**src/rtl/bypass_pkg.sv**
```systemverilog
package bypass_pkg;

  // Source-select encoding; bit positions are decoded by the operand muxes.
  typedef enum logic [1:0] {
    SRC_REGFILE = 2'b00,
    SRC_FAR     = 2'b01,
    SRC_NEAR    = 2'b10
  } src_sel_e;

  // Priority resolution: the younger producer wins over the older one.
  function automatic src_sel_e pick_source(input logic near_hit, input logic far_hit);
    if (near_hit)     return SRC_NEAR;
    else if (far_hit) return SRC_FAR;
    else              return SRC_REGFILE;
  endfunction

endpackage

```
**src/rtl/bypass_match.sv**
```systemverilog
module bypass_match #(
  parameter int IDX_W = 5
) (
  input  logic             wr_en,
  input  logic [IDX_W-1:0] dst_idx,
  input  logic [IDX_W-1:0] src_idx,
  output logic             hit
);

  localparam logic [IDX_W-1:0] ZERO_IDX = '0;

  logic dst_live;
  logic idx_equal;

  assign dst_live  = wr_en && (dst_idx != ZERO_IDX);
  assign idx_equal = (dst_idx == src_idx);
  assign hit       = dst_live && idx_equal;

endmodule

```
**src/rtl/bypass_select.sv**
```systemverilog
module bypass_select
  import bypass_pkg::*;
(
  input  logic       near_hit,
  input  logic       far_hit,
  output logic [1:0] sel
);

  src_sel_e choice;

  always_comb begin
    choice = pick_source(near_hit, far_hit);
  end

  assign sel = choice;

endmodule

```
**src/rtl/bypass_mux.sv**
```systemverilog
module bypass_mux
  import bypass_pkg::*;
#(
  parameter int DATA_W = 32
) (
  input  logic [1:0]        sel,
  input  logic [DATA_W-1:0] rf_val,
  input  logic [DATA_W-1:0] far_val,
  input  logic [DATA_W-1:0] near_val,
  output logic [DATA_W-1:0] out_val
);

  always_comb begin
    unique case (sel)
      SRC_NEAR: out_val = near_val;
      SRC_FAR:  out_val = far_val;
      default:  out_val = rf_val;
    endcase
  end

endmodule

```
**src/rtl/operand_bypass_unit.sv**
```systemverilog
module operand_bypass_unit #(
  parameter int IDX_W  = 5,
  parameter int DATA_W = 32
) (
  input  logic [IDX_W-1:0]  src_a_idx,
  input  logic [IDX_W-1:0]  src_b_idx,
  input  logic [DATA_W-1:0] rf_a_val,
  input  logic [DATA_W-1:0] rf_b_val,
  input  logic              near_wr_en,
  input  logic [IDX_W-1:0]  near_dst_idx,
  input  logic [DATA_W-1:0] near_alu_val,
  input  logic              far_wr_en,
  input  logic [IDX_W-1:0]  far_dst_idx,
  input  logic [DATA_W-1:0] far_wb_val,
  output logic [1:0]        sel_a,
  output logic [1:0]        sel_b,
  output logic [DATA_W-1:0] opnd_a,
  output logic [DATA_W-1:0] opnd_b
);

  localparam int NUM_OPND = 2;

  logic [NUM_OPND-1:0][IDX_W-1:0]  src_idx;
  logic [NUM_OPND-1:0][DATA_W-1:0] rf_val;
  logic [NUM_OPND-1:0][DATA_W-1:0] opnd_val;
  logic [NUM_OPND-1:0][1:0]        opnd_sel;

  // Named internal events, one bit per operand.
  logic [NUM_OPND-1:0] near_hit;
  logic [NUM_OPND-1:0] far_hit;

  assign src_idx[0] = src_a_idx;
  assign src_idx[1] = src_b_idx;
  assign rf_val[0]  = rf_a_val;
  assign rf_val[1]  = rf_b_val;

  for (genvar k = 0; k < NUM_OPND; k++) begin : g_opnd
    bypass_match #(.IDX_W(IDX_W)) u_near_match (
      .wr_en   (near_wr_en),
      .dst_idx (near_dst_idx),
      .src_idx (src_idx[k]),
      .hit     (near_hit[k])
    );

    bypass_match #(.IDX_W(IDX_W)) u_far_match (
      .wr_en   (far_wr_en),
      .dst_idx (far_dst_idx),
      .src_idx (src_idx[k]),
      .hit     (far_hit[k])
    );

    bypass_select u_sel (
      .near_hit (near_hit[k]),
      .far_hit  (far_hit[k]),
      .sel      (opnd_sel[k])
    );

    bypass_mux #(.DATA_W(DATA_W)) u_mux (
      .sel      (opnd_sel[k]),
      .rf_val   (rf_val[k]),
      .far_val  (far_wb_val),
      .near_val (near_alu_val),
      .out_val  (opnd_val[k])
    );
  end

  assign sel_a  = opnd_sel[0];
  assign sel_b  = opnd_sel[1];
  assign opnd_a = opnd_val[0];
  assign opnd_b = opnd_val[1];

endmodule

```
**config.mk**
```make
export PLATFORM = sky130hd
export DESIGN_NAME = operand_bypass_unit
export DESIGN_NICKNAME = d
export VERILOG_FILES = /design/src/rtl/bypass_pkg.sv /design/src/rtl/bypass_match.sv /design/src/rtl/bypass_select.sv /design/src/rtl/bypass_mux.sv /design/src/rtl/operand_bypass_unit.sv
export SDC_FILE = /design/constraint.sdc
export NUM_CORES = 1
export LEC_CHECK = 0
export ABC_AREA = 1
export CAP_MARGIN = 10
export CORE_AREA = 2 2 85 87
export DETAILED_ROUTE_END_ITERATION = 8
export DIE_AREA = 0 0 87 89
export PLACE_DENSITY = 0.93
export SLEW_MARGIN = 20
export SYNTH_ARGS = -nofsm -noshare
export SYNTH_HDL_FRONTEND = slang
export SYNTH_HIERARCHICAL = 1
export SYNTH_SLANG_ARGS = --single-unit
```
**constraint.sdc**
```tcl
create_clock -name vclk -period 4.6
set_clock_uncertainty 0.2 [all_clocks]
set_input_delay 0.92 -clock vclk [all_inputs]
set_output_delay 0.92 -clock vclk [all_outputs]
set_load 0.03 [all_outputs]
```
==> impl_metrics.env <==
export IMPL_synth_top_area_share_pct=71.8
export IMPL_critPathLaunchType="input pin"
export IMPL_leakage_nw=2.47
export IMPL_required_ns=3.48
export IMPL_syn_nets=696
export IMPL_wl_um=10100
export IMPL_irDropWorstVdd_mv=0.0516
export IMPL_hold_viol=0
export IMPL_io_buffer_count=218
export IMPL_p_sw_uw=206
export IMPL_critPathCaptureType="output port"
export IMPL_layout_commonest_cell="nand2_1"
export IMPL_switching_share_pct=50.3
export IMPL_ys_warn_count=6
export IMPL_cts_hold_buffers=0
export IMPL_wire_per_inst_um=12.3
export IMPL_synthMuxAreaShare_pct=0
export IMPL_synthToLayoutAreaGrowth_pct=88.3
export IMPL_slew_headroom_pct=75.7
export IMPL_final_area_sq_um=4250
export IMPL_rsz0062_at_grt="false"
export IMPL_holdCritPathClass="input pin to output port"
export IMPL_power_density_nw_per_um2=96.6
export IMPL_ys_seq_area_share_pct=0
export IMPL_critical_path_arrival_ns=3.23
export IMPL_timing_final_crit_share_pct=94.6
export IMPL_pwr_share_clk_pct=0
export IMPL_synth_xor_area_share_pct=0
export IMPL_num_vias=3848
export IMPL_grt_pass1_wl_um=15600
export IMPL_drv_slew=0
export IMPL_antenna_cells=0
export IMPL_ios=218
export IMPL_fmax_mhz=230
export IMPL_fin_crit_ns=4.35
export IMPL_gp_congestion=0.869
export IMPL_drive_above_1_share_pct=11.3
export IMPL_dp_hpwl_um=8140
export IMPL_drt_iter0_drc=112
export IMPL_via_per_inst=4.66
export IMPL_synth_compound_area_share_pct=1.77
export IMPL_setup_violations=0
export IMPL_path_max_fanout=22
export IMPL_synth_area_sq_um=2260
export IMPL_cts_resized=0
export IMPL_synthCells=542
export IMPL_synth_simple_gate_area_share_pct=77.3
export IMPL_layout_common_cells="432 x nand2_1, 154 x clkdlybuf4s50_1, 73 x buf_4, 42 x inv_1, 12 x nor2_1"
export IMPL_power_sequential_fraction_pct=0
export IMPL_overflow=0
export IMPL_path_class="input pin to output port"
export IMPL_rows=30
export IMPL_synth_top_family_by_area="simple AND/OR/NAND/NOR gates"
export IMPL_fin_tns_setup_ns=0
export IMPL_grt_pass1_vias=3652
export IMPL_maxCapViolations=0
export IMPL_outcome="finished clean"
export IMPL_core_area_sq_um=6720
export IMPL_grt_max_degree=33
export IMPL_drc_errors=0
export IMPL_die_h_um=89
export IMPL_dieArea_sq_um=7740
export IMPL_grt_use_total_pct=24.0
export IMPL_first_pass_iters=4
export IMPL_start_util_pct=33.6
export IMPL_tightest_slew_ns=0.363
export IMPL_p_comb_share_pct=100.0
export IMPL_ant_nets=0
export IMPL_post_cts_setup_buffer_count=0
export IMPL_synthDistinctLibCells=12
export IMPL_antenna_found_initial=0
export IMPL_n_clock_buffer=0
export IMPL_nFlopsAndLatches=0
export IMPL_seqCellArea_sq_um=0
export IMPL_avgSynthCellArea_sq_um=4.16
export IMPL_internal_power_uw=204
export IMPL_synth_top_cells_by_area="nand2_1 72%, buf_6 9.0%, inv_1 7.0%"
export IMPL_synth_fa_ha_area_share_pct=2.22
export IMPL_die_w_um=87
export IMPL_final_nets=901
export IMPL_synth_area_leader_cell="nand2_1"
export IMPL_dpl_cell_area_sq_um=4230
-- logic make-up (layout without fill, tap and decap cells) --
kind of cell	count (synthesis)	in the layout
simple gates	458	458
buf+inv	72	275
compound gates	8	8
fa+ha+maj	4	4
-- worst max-delay path: stages --
cell and delay, ns:
clkdlybuf4s50_1 0.50, buf_4 0.13, inv_1 0.04, nand2_1 0.05
nand2_1 0.05, nor2_1 0.10, nand3_1 0.08, nor2_1 0.11
inv_1 0.06, nor2_2 0.13, inv_1 0.06, ha_1 0.36
inv_4 0.16, buf_12 0.18, nand2_1 0.07, nand2_1 0.06
buf_4 0.16
-- final timing paths --
kind / startpoint / end / slack [ns] / cells after the start
setup / recovery: far_dst_idx[0] / opnd_a[5] / 0.25 / 17
hold / removal: rf_a_val[28] / opnd_a[28] / 2.29 / 4
-- area by class of cell --
cell class / count / area, sq um
Fill cell: 636 / 2470
Inverter: 44 / 168
Multi-Input combinational cell: 470 / 1830
Tap cell: 80 / 100
Timing Repair Buffer: 231 / 2150
-- power by group through the flow --
| stage | clock (mW) | sequential [mW] | combinational (mW) |
|---|---|---|---|
| 5_1_grt | 0 | 0 | 0.441 |
| 3_3_place_gp | 0 | 0 | 0.403 |
| 2_1_floorplan | 0 | 0 | 0.187 |
| 4_1_cts | 0 | 0 | 0.409 |
| 6_report | 0 | 0 | 0.410 |
| 3_5_place_dp | 0 | 0 | 0.408 |
-- synthesized netlist by cell type --
master   number
nand2_1     432
inv_1        42
buf_6        18
nor2_1       12
buf_2         8
nand3_1       8
nor2_2        6
a21oi_1       4
ha_1          4
o21ai_1       4
buf_4         2
inv_2         2
-- layer usage --
layer	vias up	routed length, um	GRT usage (%)
li1	1996	-	-
met1	1676	3990	26.8
met2	150	5170	46.8
met3	26	702	3.14
met4	0	259	7.10
met5	-	0	0
-- stage by stage --
stage	utilization (%)	power (mW)	setup slack, ns	std cells	hold slack (ns)
after floorplan	-	0.187	0.867	542	1.86
after global placement	63.0	0.403	0.123	825	2.29
after detailed placement	63.0	0.408	0.111	825	2.29
after CTS	63.0	0.409	0.105	825	2.29
after global routing	63.3	0.441	0.00290	825	2.32
final	63.3	0.410	0.250	825	2.29
(Power assumes the default switching activity.)
